### src/rtl/mops_pkg.sv
package mops_pkg;
    localparam int unsigned PORTS_DEF = 4;
    localparam int unsigned WIDTH_DEF = 32;
endpackage

### src/rtl/mops_hold.sv
module mops_hold #(
    parameter int unsigned WIDTH = 32
) (
    input  logic             clk,
    input  logic             rst_n,
    input  logic             req_v,
    input  logic [WIDTH-1:0] req_inc,
    input  logic             stall,
    output logic             eff_v,
    output logic [WIDTH-1:0] eff_inc
);
    typedef struct packed {
        logic             held;
        logic [WIDTH-1:0] inc;
    } hold_t;

    hold_t st_d, st_q;

    always_comb begin
        eff_v   = st_q.held | req_v;
        eff_inc = st_q.held ? st_q.inc : req_inc;
        st_d    = st_q;
        if (stall) begin
            st_d.held = eff_v;
            st_d.inc  = eff_inc;
        end else begin
            st_d.held = 1'b0;
        end
    end

    always_ff @(posedge clk or negedge rst_n) begin
        if (!rst_n) st_q <= '0;
        else        st_q <= st_d;
    end


    held_kept_chk: assert property (@(posedge clk) disable iff (!rst_n)
        (stall && req_v) |=> (eff_v && eff_inc == $past(req_inc)));
endmodule

### src/rtl/mops_scan.sv
module mops_scan #(
    parameter int unsigned PORTS = 4,
    parameter int unsigned WIDTH = 32
) (
    input  logic [PORTS-1:0]       v,
    input  logic [PORTS*WIDTH-1:0] inc,
    input  logic [WIDTH-1:0]       base,
    output logic [PORTS*WIDTH-1:0] pre,
    output logic [WIDTH-1:0]       total
);
    logic [WIDTH-1:0] acc [PORTS+1];

    assign acc[0] = base;

    for (genvar i = 0; i < PORTS; i++) begin : g_chain
        assign pre[i*WIDTH +: WIDTH] = acc[i];
        assign acc[i+1] = acc[i] + (v[i] ? inc[i*WIDTH +: WIDTH] : '0);
    end

    assign total = acc[PORTS];
endmodule

### src/rtl/mops_unit.sv
module mops_unit
    import mops_pkg::*;
#(
    parameter int unsigned PORTS = PORTS_DEF,
    parameter int unsigned WIDTH = WIDTH_DEF
) (
    input  logic                   clk,
    input  logic                   rst_n,
    input  logic [PORTS-1:0]       req_valid,
    input  logic [PORTS*WIDTH-1:0] req_inc,
    output logic [PORTS-1:0]       ack,
    output logic [PORTS*WIDTH-1:0] ret_val,
    input  logic                   init_we,
    input  logic [WIDTH-1:0]       init_val,
    output logic [WIDTH-1:0]       base_out
);
    localparam int unsigned VEC_W = PORTS * WIDTH;

    typedef struct packed {
        logic [WIDTH-1:0] base;
        logic [PORTS-1:0] ack;
        logic [VEC_W-1:0] ret;
    } unit_t;

    unit_t st_d, st_q;

    logic [PORTS-1:0] eff_v;
    logic [VEC_W-1:0] eff_inc;
    logic [VEC_W-1:0] pre;
    logic [WIDTH-1:0] total;

    for (genvar i = 0; i < PORTS; i++) begin : g_lane
        mops_hold #(.WIDTH(WIDTH)) u_hold (
            .clk     (clk),
            .rst_n   (rst_n),
            .req_v   (req_valid[i]),
            .req_inc (req_inc[i*WIDTH +: WIDTH]),
            .stall   (init_we),
            .eff_v   (eff_v[i]),
            .eff_inc (eff_inc[i*WIDTH +: WIDTH])
        );
    end

    mops_scan #(.PORTS(PORTS), .WIDTH(WIDTH)) u_scan (
        .v     (eff_v),
        .inc   (eff_inc),
        .base  (st_q.base),
        .pre   (pre),
        .total (total)
    );

    always_comb begin
        st_d = st_q;
        if (init_we) begin
            st_d.base = init_val;
            st_d.ack  = '0;
        end else begin
            st_d.base = total;
            st_d.ack  = eff_v;
            for (int i = 0; i < PORTS; i++) begin
                if (eff_v[i]) st_d.ret[i*WIDTH +: WIDTH] = pre[i*WIDTH +: WIDTH];
            end
        end
    end

    always_ff @(posedge clk or negedge rst_n) begin
        if (!rst_n) st_q <= '0;
        else        st_q <= st_d;
    end

    assign ack      = st_q.ack;
    assign ret_val  = st_q.ret;
    assign base_out = st_q.base;


    load_wins_chk: assert property (@(posedge clk) disable iff (!rst_n)
        init_we |=> (base_out == $past(init_val) && ack == '0));


    first_port_slot_chk: assert property (@(posedge clk) disable iff (!rst_n)
        ack[0] |-> ret_val[WIDTH-1:0] == $past(base_out));


    idle_base_chk: assert property (@(posedge clk) disable iff (!rst_n)
        (!init_we && req_valid == '0 && eff_v == '0) |=> $stable(base_out));


    ack_needs_req_chk: assert property (@(posedge clk) disable iff (!rst_n)
        (!init_we && eff_v == '0) |=> ack == '0);
endmodule

### config.mk
export PLATFORM = sky130hd
export DESIGN_NAME = mops_unit
export DESIGN_NICKNAME = d
export VERILOG_FILES = /design/src/rtl/mops_pkg.sv /design/src/rtl/mops_hold.sv /design/src/rtl/mops_scan.sv /design/src/rtl/mops_unit.sv
export SDC_FILE = /design/constraint.sdc
export NUM_CORES = 1
export LEC_CHECK = 0
export BUFFER_PORTS_ARGS = -buffer_cell sky130_fd_sc_hd__buf_2
export CAP_MARGIN = 15
export CORE_MARGIN = 2
export CORE_UTILIZATION = 25
export DETAILED_ROUTE_END_ITERATION = 7
export PLACE_DENSITY = 0.5
export SLEW_MARGIN = 20
export SYNTH_ARGS = -nofsm -noshare
export SYNTH_HDL_FRONTEND = slang
export SYNTH_SLANG_ARGS = --single-unit
### constraint.sdc
create_clock -name clk -period 21.4 [get_ports clk]
set_clock_uncertainty 0.1 [all_clocks]
set_input_delay 1.07 -clock clk [delete_from_list [all_inputs] [get_ports clk]]
set_output_delay 1.07 -clock clk [all_outputs]
set_load 0.03 [all_outputs]
# ---- Word-level counts from Yosys, hierarchy flattened
# Index checks and enable logic that the tools add are counted.
dict set report totals {
  ff_bits 296
  inputBits 167
  output_inout_bits 164
  elab_cells 40
}
dict set report op_classes {
  addsub 4
  mux 13
  n_bitwise 5
  n_reduce_logical 4
}
# op count
set op_table {}
lappend op_table {{$mux 32} 8}
lappend op_table {{$add 32x32->32} 4}
lappend op_table {{$mux 36} 1}
lappend op_table {{$reduce_and 2->1} 4}
lappend op_table {{$mux 1} 4}
lappend op_table {{$or 1x1->1} 4}
lappend op_table {{$not 1->1} 1}

# ---- Logic depth before layout (Yosys ltp)
dict set report depth {
  word_depth 7
  ltp_mapped 45
  mapped_depth_nobuf 43
}

# ---- Hierarchy
# From an unflattened synthesis, not the netlist that was laid out.
dict set report hier_totals {
  hier_cells 1752
  hier_area_um2 20522.2
}
# module n_inst cells_per_inst area_per_inst_um2 seq_area_each_um2
set by_module_without_submodules {}
lappend by_module_without_submodules {mops_hold 4 108 1756.7 825.8}
lappend by_module_without_submodules {mops_scan 1 972 6916.6 0.0}
lappend by_module_without_submodules {mops_unit 1 348 6578.8 4103.9}

# ---- Worst setup path after synthesis
# No wires, ideal clock.
dict set report synth_timing {
  kind {input to register}
  start {input port req_valid[0]}
  end {register st_q, in the netlist base_out[31]}
  setup_ns 0.125
  t_arrival_ns 8.858
  required_time_ns 21.175
  slack_ns 12.317
  path_stages 43
  n_path_buf 2
  cell_sequence {clkbuf_1 > clkbuf_1 > nand2_1 > o21ai_0 > ha_1 > inv_1 > fa_1 > nor2b_1 > o21ai_0 > a21boi_0 > o21ai_0 > a21oi_1 > o21ai_0 > nand2b_1 > xor2_1 > ha_1 > a21oi_1 > o21ai_0 > [... 7 more ...] > a21o_1 > a31o_2 > a21o_1 > a31oi_1 > o21ai_0 > xor2_1 > ha_1 > a21o_1 > a21o_1 > a21oi_1 > nor2b_1 > a211oi_1 > a21oi_1 > o21ai_1 > nand2b_1 > a21oi_1 > xnor3_1 > mux2_2}
}
# element line
set synth_rtl {}
lappend synth_rtl {{from (decl)} mops_unit.sv:9} ;# input logic [PORTS-1:0] req_valid,
lappend synth_rtl {{to (signal assigned)} mops_unit.sv:68} ;# else st_q <= st_d;
lappend synth_rtl {{to (decl)} mops_unit.sv:25} ;# unit_t st_d, st_q;

==> flow_metrics.env <==
export IMPL_status="complete, no violations"
export IMPL_cts_max_level=2
export IMPL_synth_compound_area_share_pct=17.46
export IMPL_antenna_found_initial=6
export IMPL_globalRoute_totalOverflow=0
export IMPL_yosys_area_share_adder_pct=8.805
export IMPL_yosys_cell_types_count=66
export IMPL_rr_startpoint="g_lane[0].u_hold.st_q[32]"
export IMPL_path_class="input port to register"
export IMPL_rows=99
export IMPL_drcViolationCount=0
export IMPL_hp_start="ret_val[51]"
export IMPL_reg2reg_to="base_out[31]"
export IMPL_synth_top_family_by_area="compound AO/OA/AOI/OAI gates"
export IMPL_cts_tree="built"
export IMPL_drt_wl_total_mm=72.45
export IMPL_synth_area_mux_share_pct=10.21
export IMPL_syn_nets=2279
export IMPL_rr_worst_depth=43
export IMPL_nFillCells=7619
export IMPL_hold_path_class="register to register"
export IMPL_yosys_warnings=0
export IMPL_mostFrequentLayoutCells="448 x nand2_1, 329 x buf_2, 296 x dfrtp_1"
export IMPL_cpMaxStageDelayCell="buf_2"
export IMPL_drive_gt1_share_pct=26.13
export IMPL_grt_pass1_wl_mm=105.6
export IMPL_grt_pass1_vias=15949
export IMPL_synthArstFlopShare_pct=100.0
export IMPL_cp_common_cell="o21ai_0"
export IMPL_cpPeakStageDelay_ns=0.52
export IMPL_clock_latency_ns=0.56
export IMPL_setup_tns_ns=0
export IMPL_gp_congestion=0.8612
export IMPL_synth_edf_count=0
export IMPL_tightest_slew_ns=1.009
export IMPL_wl_per_cell_microns=22.33
export IMPL_via_count=15760
export IMPL_finalSetupViolCount=0
export IMPL_cts_resized=0
export IMPL_slew_headroom_pct=32.68
export IMPL_max_freq_mhz=99.24
export IMPL_maxSlewViolCount=0
export IMPL_hold_path_end="ret_val[51]"
export IMPL_timing_hold_ws_ns=0.3691
export IMPL_cp_max_fo=33
export IMPL_startpoint_type="input port"
export IMPL_synthSimpleGateAreaFrac_pct=14.32
export IMPL_cp_startpoint="req_valid[0]"
export IMPL_hold_path_depth=2
export IMPL_synthTopCellsByArea="dfrtp_1 40%, mux2_2 10%, nand2_1 9.1%"
export IMPL_layout_commonest_cell="nand2_1"
export IMPL_initial_core_util_pct=25.31
export IMPL_synth_area_sq_um=18530
export IMPL_drv_cap=0
export IMPL_rsz0062_at_grt="no"
export IMPL_cts_buffers=39
export IMPL_cp_required_ns=21.74
export IMPL_hold_viol=0
export IMPL_dr_pass1_iters=5
export IMPL_synth_seq_cells=296
export IMPL_clock_sinks=296
export IMPL_postRouteAntennaNets=0
export IMPL_grt_usage_pct=18.64
export IMPL_cp_arrival_ns=10.42
export IMPL_avgSynthCellArea_sq_um=9.339
export IMPL_yosysTopAreaCellShare_pct=39.98
export IMPL_fp_dieArea_sq_um=76310
export IMPL_io_pins=331
export IMPL_yosysTopAreaCell="dfrtp_1"
export IMPL_port_buffers=330
export IMPL_die_height_microns=276.2
export IMPL_endpoint_kind="register"
export IMPL_clk_pin_slew_ns=0.06
export IMPL_drt_iter0_markers=951
export IMPL_dp_hpwl_mm=58.14
export IMPL_syn2layout_area_growth_pct=20.41
export IMPL_period_share_pct=47.09
export IMPL_ctsHoldBuffers=0
export IMPL_core_area_sq_um=73210
export IMPL_seq_area_frac_synth_pct=39.98
export IMPL_period_minus_slack_ns=10.08
export IMPL_ctsLongestPathBuffers=3
export IMPL_r2r_setup_slack_ns=11.67
export IMPL_root_buffer="clkbuf_16"
export IMPL_synthFlopType="dfrtp_1"
export IMPL_synth_xor_area_share_pct=5.166
export IMPL_post_cts_repair_setup_buffers=0
export IMPL_layout_nets=2552
export IMPL_synthCells=1984
export IMPL_routed_via_density=4.857
export IMPL_dieWidth_microns=276.2
export IMPL_grt_max_degree=99
metrics by stage:
stage | utilization [%] | area, sq um | setup WS [ns] | std cells
floorplan | - | 18530 | 12.32 | 1984
global placement | 28.68 | 21000 | 10.98 | 3175
detailed placement | 28.68 | 21000 | 10.89 | 3175
CTS | 30.46 | 22300 | 11.39 | 3240
global route | 30.46 | 22300 | 10.42 | 3241
finish | 30.48 | 22310 | 11.32 | 3245
logic make-up after synthesis:
| logic type | count (synthesis) |
|---|---|
| muxes | 168 |
| adders and majority gates | 128 |
| buffers and inverters | 168 |
| and+or+nand+nor | 631 |
| AOI/OAI and AO/OA | 489 |
| DFF | 296 |
| xor gates and xnor gates | 104 |
worst max path at each step:
stage	to	cells after the start
2_1_floorplan	base_out[31]	43
3_3_place_gp	base_out[31]	44
3_5_place_dp	base_out[31]	43
4_1_cts	base_out[31]	43
5_1_grt	base_out[31]	43
6_report	base_out[31]	43
synth_stat cells (14+ instances only):
cell type and n:
a21oi_1 89, o21a_1 17, nand2b_1 21, nor2_1 60, a21o_1 71, clkbuf_1 64, buf_1 21, xor2_1 48
o21ai_0 144, inv_1 48, nor3_1 15, dfrtp_1 296, xnor2_1 53, and3_1 14, ha_1 124, nand2_1 448
mux2_2 168, a211oi_1 15, buf_4 32, a22o_1 61, nand3_1 19, nor2b_1 17
critical path: cells and delay by family:
kind / cells / cell delay [ns]
mux: 1 / 0.27
xor+xnor: 2 / 0.76
compound gates: 25 / 5.09
fa+ha+maj: 5 / 1.73
buf+inv: 2 / 0.58
simple gates: 8 / 0.91
registers in the layout, indices dropped and copies added, names as in the netlist:
register            cells
ack                     4
g_lane.u_hold.st_q    132
ret_val               128
base_out               32
area by class of cell:
class	instances	area (sq um)	share of cell area (%)
clock buffers	51	1114	4.991
diodes	5	12.51	0.05608
clock inverters	14	188.9	0.8468
multi-input cells	1520	10390	46.55
flip-flops and latches	296	7407	33.20
repair buffers	351	1819	8.154
inverters	49	183.9	0.8244
well taps	959	1200	5.378
metal layers:
layer,part of all wire [%],vias to the layer above,track usage [%]
li1,-,7503,-
met1,44,7676,24.51
met2,47,471,30.78
met3,6.2,104,3.836
met4,2.9,6,5.493
met5,0.047,-,0
Power is left out: the tool's default activity adds up to more than one toggle a clock period on the data nets, which glitch-free logic cannot reach.
